**src/rtl/cmp_pkg.sv**
```systemverilog
package cmp_pkg;
    localparam int NCH     = 2;
    localparam int NBLANK  = 3;
    localparam int DW      = 32;
    localparam int LOCK_B  = 31;
    localparam int VAL_B   = 30;
    localparam int SCAL_B  = 23;
    localparam int BRG_B   = 22;
    localparam int BLK_LO  = 18;
    localparam int HYS_LO  = 16;
    localparam int POL_B   = 15;
    localparam int WIN_B   = 9;
    localparam int INP_B   = 7;
    localparam int INM_LO  = 4;
    localparam int PWR_LO  = 2;
    localparam int EN_B    = 0;

    localparam logic [DW-1:0] MASK_CH0 = 32'h80DF_80FD;
    localparam logic [DW-1:0] MASK_CH1 = 32'h80DF_82FD;

    typedef enum logic {EDG_LOW, EDG_HIGH} edge_st_t;

    function automatic logic [DW-1:0] wmask(input int ch);
        return (ch == 1) ? MASK_CH1 : MASK_CH0;
    endfunction

    // one-hot pick of the blanking window for a channel and code
    function automatic logic [NBLANK-1:0] blank_pick(input int ch, input logic [2:0] code);
        logic [NBLANK-1:0] r;
        r = '0;
        if (ch == 0) begin
            if (code == 3'b001) r = 3'b001;
            if (code == 3'b010) r = 3'b010;
        end else begin
            if (code == 3'b100) r = 3'b100;
        end
        return r;
    endfunction
endpackage

```
**src/rtl/cmp_reg.sv**
```systemverilog
module cmp_reg
    import cmp_pkg::*;
#(
    parameter logic [DW-1:0] WMASK = MASK_CH0
) (
    input  logic          clk,
    input  logic          rst_n,
    input  logic          wr_en,
    input  logic [DW-1:0] wdata,
    output logic [DW-1:0] q
);
    always_ff @(posedge clk or negedge rst_n) begin
        if (!rst_n)
            q <= '0;
        else if (wr_en && !q[LOCK_B])
            q <= wdata & WMASK;
    end

    assert_lock_sticky_R2: assert property (@(posedge clk) disable iff (!rst_n)
        q[LOCK_B] |=> q[LOCK_B]);
    assert_lock_frozen_R2: assert property (@(posedge clk) disable iff (!rst_n)
        q[LOCK_B] |=> $stable(q));
endmodule

```
**src/rtl/cmp_cond.sv**
```systemverilog
module cmp_cond
    import cmp_pkg::*;
#(
    parameter int CH = 0
) (
    input  logic              en,
    input  logic              pol,
    input  logic [2:0]        blk_code,
    input  logic [NBLANK-1:0] blank_in,
    input  logic              raw,
    output logic              value,
    output logic              cond
);
    logic blank_hit;

    always_comb begin
        value     = en & (raw ^ pol);
        blank_hit = |(blank_in & blank_pick(CH, blk_code));
        cond      = value & ~blank_hit;
    end
endmodule

```
**src/rtl/cmp_edge.sv**
```systemverilog
module cmp_edge
    import cmp_pkg::*;
#(
    parameter int SYNC_STAGES = 2
) (
    input  logic clk,
    input  logic rst_n,
    input  logic din,
    output logic rise,
    output logic fall
);
    logic [SYNC_STAGES-1:0] sync_q;
    edge_st_t               st_q, st_d;
    logic                   s_in;

    always_ff @(posedge clk or negedge rst_n) begin
        if (!rst_n) sync_q <= '0;
        else        sync_q <= {sync_q[SYNC_STAGES-2:0], din};
    end
    assign s_in = sync_q[SYNC_STAGES-1];

    always_ff @(posedge clk or negedge rst_n) begin
        if (!rst_n) st_q <= EDG_LOW;
        else        st_q <= st_d;
    end

    always_comb begin
        st_d = st_q;
        rise = 1'b0;
        fall = 1'b0;
        unique case (st_q)
            EDG_LOW:  if (s_in)  begin st_d = EDG_HIGH; rise = 1'b1; end
            EDG_HIGH: if (!s_in) begin st_d = EDG_LOW;  fall = 1'b1; end
            default:  st_d = EDG_LOW;
        endcase
    end

    assert_strobe_excl_R10: assert property (@(posedge clk) disable iff (!rst_n)
        !(rise && fall));
    assert_rise_single_R10: assert property (@(posedge clk) disable iff (!rst_n)
        rise |=> !rise);
    assert_fall_single_R10: assert property (@(posedge clk) disable iff (!rst_n)
        fall |=> !fall);
endmodule

```
**src/rtl/dual_cmp_ctrl.sv**
```systemverilog
module dual_cmp_ctrl
    import cmp_pkg::*;
#(
    parameter int ADDR_W      = 3,
    parameter int SYNC_STAGES = 2
) (
    input  logic              clk,
    input  logic              rst_n,
    input  logic [ADDR_W-1:0] bus_addr,
    input  logic              bus_wr,
    input  logic [DW-1:0]     bus_wdata,
    output logic [DW-1:0]     bus_rdata,
    input  logic [NCH-1:0]    raw_in,
    input  logic [NBLANK-1:0] blank_in,
    output logic [NCH-1:0]    cmp_out,
    output logic [NCH-1:0]    ev_rise,
    output logic [NCH-1:0]    ev_fall,
    output logic [NCH-1:0]    ch_en_o,
    output logic [2*NCH-1:0]  ch_pwr_o,
    output logic [2*NCH-1:0]  ch_hyst_o,
    output logic [NCH-1:0]    ch_inp_o,
    output logic [3*NCH-1:0]  ch_inm_o,
    output logic              win_tie,
    output logic              scaler_en,
    output logic              bridge_en
);
    logic [DW-1:0]  csr   [NCH];
    logic [NCH-1:0] value;
    logic [NCH-1:0] scal_v, brg_v;

    for (genvar g = 0; g < NCH; g++) begin : g_ch
        localparam logic [ADDR_W-1:0] CH_ADDR = ADDR_W'(g * 4);
        logic       wr_hit;
        logic [2:0] inm_raw;

        assign wr_hit = bus_wr && (bus_addr == CH_ADDR);

        cmp_reg #(.WMASK(wmask(g))) u_reg (
            .clk(clk), .rst_n(rst_n), .wr_en(wr_hit),
            .wdata(bus_wdata), .q(csr[g])
        );

        cmp_cond #(.CH(g)) u_cond (
            .en(csr[g][EN_B]), .pol(csr[g][POL_B]),
            .blk_code(csr[g][BLK_LO+:3]), .blank_in(blank_in),
            .raw(raw_in[g]), .value(value[g]), .cond(cmp_out[g])
        );

        cmp_edge #(.SYNC_STAGES(SYNC_STAGES)) u_edge (
            .clk(clk), .rst_n(rst_n), .din(cmp_out[g]),
            .rise(ev_rise[g]), .fall(ev_fall[g])
        );

        assign inm_raw          = csr[g][INM_LO+:3];
        assign ch_en_o[g]       = csr[g][EN_B];
        assign ch_pwr_o[2*g+:2] = csr[g][PWR_LO+:2];
        assign ch_hyst_o[2*g+:2]= csr[g][HYS_LO+:2];
        assign ch_inp_o[g]      = csr[g][INP_B];
        assign ch_inm_o[3*g+:3] = (scaler_en && !bridge_en && inm_raw < 3'b011)
                                  ? 3'b011 : inm_raw;
        assign scal_v[g]        = csr[g][SCAL_B];
        assign brg_v[g]         = csr[g][BRG_B];

        assert_off_quiet_R6: assert property (@(posedge clk) disable iff (!rst_n)
            !ch_en_o[g] |-> !cmp_out[g]);
        assert_out_le_value_R6: assert property (@(posedge clk) disable iff (!rst_n)
            cmp_out[g] |-> bus_rdata[VAL_B] || (bus_addr != CH_ADDR));
    end

    assign scaler_en = |scal_v;
    assign bridge_en = |brg_v;
    assign win_tie   = csr[1][WIN_B];

    always_comb begin
        bus_rdata = '0;
        for (int i = 0; i < NCH; i++) begin
            if (bus_addr == ADDR_W'(i * 4)) begin
                bus_rdata        = csr[i];
                bus_rdata[VAL_B] = value[i];
            end
        end
    end

    assert_no_status_store_R3: assert property (@(posedge clk) disable iff (!rst_n)
        !csr[0][VAL_B] && !csr[1][VAL_B]);
endmodule

```
**config.mk**
```make
export PLATFORM = sky130hd
export DESIGN_NAME = dual_cmp_ctrl
export DESIGN_NICKNAME = d
export VERILOG_FILES = /design/src/rtl/cmp_pkg.sv /design/src/rtl/cmp_reg.sv /design/src/rtl/cmp_cond.sv /design/src/rtl/cmp_edge.sv /design/src/rtl/dual_cmp_ctrl.sv
export SDC_FILE = /design/constraint.sdc
export NUM_CORES = 1
export LEC_CHECK = 0
export BUFFER_PORTS_ARGS = -buffer_cell sky130_fd_sc_hd__buf_2
export CAP_MARGIN = 20
export CELL_PAD_IN_SITES_DETAIL_PLACEMENT = 1
export CELL_PAD_IN_SITES_GLOBAL_PLACEMENT = 1
export CORE_ASPECT_RATIO = 1.1
export CORE_MARGIN = 5
export CORE_UTILIZATION = 37
export DETAILED_ROUTE_END_ITERATION = 6
export PLACE_DENSITY_LB_ADDON = 0.1
export SYNTH_ARGS = -nofsm -noshare
export SYNTH_HDL_FRONTEND = slang
export SYNTH_SLANG_ARGS = --single-unit
```
**constraint.sdc**
```tcl
create_clock -name clk -period 2.93 [get_ports clk]
set_input_delay 0.293 -clock clk [delete_from_list [all_inputs] [get_ports clk]]
set_output_delay 0.293 -clock clk [all_outputs]
set_load 0.01 [all_outputs]
```
* Word-level counts from Yosys, hierarchy flattened *
Index checks and enable logic that the tools add are counted.

storage, ports and cells
  bits in registers = 39
  input port bits = 43
  output and inout port bits = 59

operators by class
  magnitude comparators = 2
  eq/ne operators = 4
  mux-type cells = 15
  bitwise logic cells = 10
  reductions and logical operators = 15

operators by type and width
  kind                                                 number
  two-way mux 32 bit                                   2
  two-way mux 1 bit                                    9
  two-way mux 3 bit                                    3
  logical AND 1 bit                                    7
  equality test 3 bit, second input constant           2
  < comparator 3 x 2 -> 1 bit, second input constant   2
  OR reduction 3 bit                                   2
  AND 1 bit                                            4
  OR reduction 2 bit                                   2
  AND 3 x 2 -> 3 bit                                   1
  AND 3 bit                                            1
  equality test 3 x 1 -> 1 bit, second input constant  1
  equality test 3 x 2 -> 1 bit, second input constant  1
  logical NOT 1 bit                                    3
  logical NOT 3 bit                                    1
  two-way mux 2 bit                                    1
  inverter 1 bit                                       2
  bitwise XOR 1 bit                                    2

* Logic depth before layout (Yosys ltp) *
  depth in word-level cells = 7
  gate-level depth with buffers = 5
  gate-level depth less buffers = 3

* Hierarchy *
Synthesis repeated with hierarchy kept, for this count alone.

second synthesis, totals
  cells, all modules = 213
  area total of the unflattened synthesis = 2,494.9 sq um

by module, submodules not included
  module                      times used  cells each  area an instance (sq um)
  cmp_reg at g_ch[1].u_reg    1           53          813.3
  cmp_reg at g_ch[0].u_reg    1           52          784.5
  dual_cmp_ctrl               1           89          640.6
  cmp_edge                    2           5           90.1
  cmp_cond at g_ch[0].u_cond  1           5           46.3
  cmp_cond at g_ch[1].u_cond  1           4           30.0

* Worst setup path after synthesis *
OpenSTA, ideal clock, no wires.

  kind = input-to-output
  start = input port bus_addr[1]
  end = output port bus_rdata[15]
  data arrival time = 1.161 ns
  setup slack = 1.476 ns
  cell stages on the path = 3
  path buffers = 1
  cell sequence = nor3_4 -> clkbuf_1 -> a22o_1

between the ends
  word-level cells in the longest chain between the ends = 3

ends and longest elaborated chain
  what                    line                 source
  start, declared         dual_cmp_ctrl.sv:9   input logic [ADDR_W-1:0] bus_addr,
  logical NOT 3 bit       dual_cmp_ctrl.sv:77  if (bus_addr == ADDR_W'(i * 4)) begin
  two-way mux 32 bit      dual_cmp_ctrl.sv:77
  two-way mux 32 bit (*)  dual_cmp_ctrl.sv:77
  end, declared           dual_cmp_ctrl.sv:12  output logic [DW-1:0] bus_rdata,

Every way passes the cells marked *; elsewhere a longest branch is shown, timed or not.

* Final worst setup path *
  start = register g_ch[0].u_reg.q[22]
  end = output port ch_inm_o[1]

between the ends
  word-level cells in the longest chain between the ends = 5

ends and longest elaborated chain
  what                            line                 source
  start, declared                 cmp_reg.sv:10        output logic [DW-1:0] q
  start signal, assigned          cmp_reg.sv:16        q <= wdata & WMASK;
  OR reduction 2 bit              dual_cmp_ctrl.sv:71  assign bridge_en = |brg_v;
  logical NOT 1 bit               dual_cmp_ctrl.sv:59  assign ch_inm_o[3*g+:3] = (scaler_en && !bridge_en && inm_raw < 3'b011)
  logical AND 1 bit (2 in a row)  dual_cmp_ctrl.sv:59
  two-way mux 3 bit               dual_cmp_ctrl.sv:60  ? 3'b011 : inm_raw;
  end, declared                   dual_cmp_ctrl.sv:22  output logic [3*NCH-1:0] ch_inm_o,

Every way passes these cells.

==> results_dict.tcl <==
set metrics [dict create \
    run_status "completed" \
    global_route_usage_over_all_layers_pct 14.3 \
    initial_utilization_pct 37.9 \
    drt_pass1_iterations 2 \
    max-vdd-ir-drop_uv 335 \
    power.share.sequential_pct 47.1 \
    post_synth_num_cell_types 26 \
    switching_share_of_power_pct 33.0 \
    share_of_the_synthesized_area_in_the_top_cell_type_pct 48.4 \
    finalSetupViolations 0 \
    synth-xor-area-share_pct 0.868 \
    initial_antenna_violation_count 0 \
    port-buffer-count 72 \
    fp.dieArea_mm2 0.00703 \
    syn_inst 159 \
    dp.final_hpwl_um 3480 \
    via_count_of_the_first_global_routing_pass 1491 \
    cts_inserted_buffers 5 \
    reg2regPathDepth 2 \
    placed_area_mm2 0.00226 \
    tritoncts "built" \
    switching_power_uw 603 \
    via_count 1334 \
    synth_area_mm2 0.00202 \
    yosys.area_share.adder_pct 0 \
    clock-root-buffer "sky130_fd_sc_hd__clkbuf_8" \
    dominant_combinational_cell_family_by_area_after_synthesis "multiplexers" \
    average_wire_per_cell_in_the_routed_design_um 16.4 \
    syn_avg_cell_area_um2 12.7 \
    core_mm2 0.00533 \
    synth_top_cells_by_area "sky130_fd_sc_hd__dfrtp_1 48%, sky130_fd_sc_hd__buf_4 12%, sky130_fd_sc_hd__mux2_2 12%" \
    fin_tns_setup_ns 0 \
    worst-slew-pin-transition_ns 0.883 \
    timing.slew.headroom_pct 41.1 \
    cts_resized 0 \
    crit_path_frequent_cell "sky130_fd_sc_hd__or2_2" \
    cp_top_family "simple AND/OR/NAND/NOR gates" \
    worst_path_cell_trace "or2_2 > nor3_1 > or2_2 > buf_2" \
    timing_hold_violations_final 0 \
    layout_min_cycle_time_ns 1.77 \
    r2r-start "g_ch[1].u_reg.q[31]" \
    power.density_mw_per_mm2 781 \
    grt_max_degree 40 \
    critPathArrivalTime_ns 1.47 \
    die_y_um 87.5 \
    final_cell_area_mm2 0.00234 \
    num-fill-cells 601 \
    insertion_delay_of_the_later_clocked_pin_in_the_worst_skew_pair_ns 0.29 \
    hold_path_class "in -> async" \
    cp-end-kind "output pin" \
    drt-vias-per-instance 4.60 \
    yosysSeqAreaShare_pct 48.4 \
    crit_path_max_incr_delay_ns 0.39 \
    rows 28 \
    drt_iter0_drc 42 \
    post_cts_setup_buffers 0 \
    critical_path.max_fanout 3 \
    ys_warn_count 0 \
    layout_common_cells "72 x sky130_fd_sc_hd__buf_2, 39 x sky130_fd_sc_hd__dfrtp_1, 21 x sky130_fd_sc_hd__mux2_2" \
    clkTransAtPathRegs_ns 0.07 \
    cts_num_sinks 39 \
    floorplan.die.width_um 80.4 \
    synthMuxAreaShare_pct 19.2 \
    fmax_mhz 566 \
    clock_tree.buffer_depth 2 \
    drive_above_1_share_pct 56.7 \
    mostFrequentLayoutCell "sky130_fd_sc_hd__buf_2" \
    p_int_mw 1.23 \
    timing.critical_path.slowest_stage_cell "sky130_fd_sc_hd__dfrtp_1" \
    area.growth.synth_to_final_pct 15.9 \
    setup.worst_path.class "reg -> out" \
    worst_ep_required_time_ns 2.64 \
    synth-seq-cells 39 \
    routability_congestion_estimate_from_global_placement 0.784 \
    globalRoute.totalOverflow 0 \
    antenna-diode-count 0 \
    worst-path-stages 4 \
    share_clk_of_total_power_pct 19.3 \
    global_route_wire_length_before_repair_um 7580 \
    finalWirelength_um 4750 \
    floorplan.io_pins 102 \
    cts_max_level 2 \
    rsz0062_at_grt "false" \
    dominant_cell_type_by_area_after_synthesis "sky130_fd_sc_hd__dfrtp_1" \
    layout_worst_path_cycle_share_pct 60.3 \
    final_net_count 257 \
    setup.worst_path.start "g_ch[0].u_reg.q[22]" \
    totalPowerFinal_mw 1.83 \
    number_of_slew_limit_violations_in_the_final_report 0 \
    synth_simple_gate_area_share_pct 9.42 \
    start_kind "flip-flop" \
    routed_antenna_nets 0 \
    worst-path-buf-inv 1 \
    drc_errors_left 0 \
    final.setup_skew_ns 0.00582 \
    compound_gate_portion_of_the_synthesized_area_pct 8.06 \
    postCtsHoldBufs 0 \
    drv.max_cap_violation_count 0 \
    power.leakage_nw 1.25 \
    comb_power_share_pct 33.6 \
]
==> metal layers <==
metal,up-vias,wire (µm),global-route usage [%]
met5,-,0,0
met4,0,43,4.15
met3,4,352,4.55
met2,52,2420,24.4
met1,661,1920,17.1
li1,617,-,-
==> metrics by stage <==
stage / setup WS (ns) / hold WS, ns / cells / util, %
floorplan: 1.48 / -0.00259 / 172 / -
global placement: 1.00 / 0.334 / 282 / 42.4
detailed placement: 0.964 / 0.342 / 282 / 42.4
CTS: 1.15 / 0.154 / 290 / 43.9
global route: 1.02 / 0.187 / 290 / 43.9
finish: 1.16 / 0.117 / 290 / 43.9
==> state kept, by name, indices dropped and copies added, names as in the netlist <==
register            count
g_ch.u_edge.sync_q      4
g_ch.u_edge.st_q        2
g_ch.u_reg.q           33
==> final timing paths <==
check	slack, ns	endpoint
max	1.16	ch_inm_o[1]
min	0.12	g_ch[1].u_reg.q[23]
max reg2reg	1.44	g_ch[1].u_reg.q[15]
min reg2reg	0.35	g_ch[1].u_edge.sync_q[1]
max in group asynchronous	2.25	g_ch[1].u_reg.q[2]
min in group clk	0.23	g_ch[1].u_reg.q[9]
==> synthesized netlist by cell type, drive strengths merged <==
| cell | instances |
|---|---|
| clkbuf | 3 |
| inv | 1 |
| and2 | 1 |
| buf | 36 |
| nand3 | 2 |
| a21oi | 1 |
| a31o | 2 |
| or2 | 5 |
| nor3 | 3 |
| mux2 | 31 |
| nand2 | 3 |
| nand3b | 4 |
| conb | 1 |
| xor2 | 2 |
| nor4bb | 1 |
| nor2b | 4 |
| nor3b | 1 |
| a22o | 16 |
| dfrtp | 39 |
| nor2 | 3 |
==> kinds of logic after synthesis <==
logic type,count (synthesis)
AND/OR/NAND/NOR,27
AO/OA/AOI/OAI,19
buffers and inverters,40
other,1
multiplexers,31
XOR/XNOR,2
flip-flops,39
==> final cells by class <==
cell class | instances | area, µm² | area share, %
inverters | 1 | 3.75 | 0.160
well taps | 75 | 93.8 | 4.01
multi-input cells | 93 | 810 | 34.6
clock inverters | 1 | 5.00 | 0.214
repair buffers | 74 | 375 | 16.0
clock buffers | 7 | 76.3 | 3.26
flip-flops and latches | 39 | 976 | 41.7
==> power groups by stage <==
stage / clock network [mW] / registers (mW) / logic (mW)
finish: 0.353 / 0.861 / 0.614
detailed placement: 0 / 0.874 / 0.629
global route: 0.392 / 0.890 / 0.675
CTS: 0.364 / 0.865 / 0.631
floorplan: 0 / 0.834 / 0.524
global placement: 0 / 0.856 / 0.614
Power figures use the tool's default switching activity.
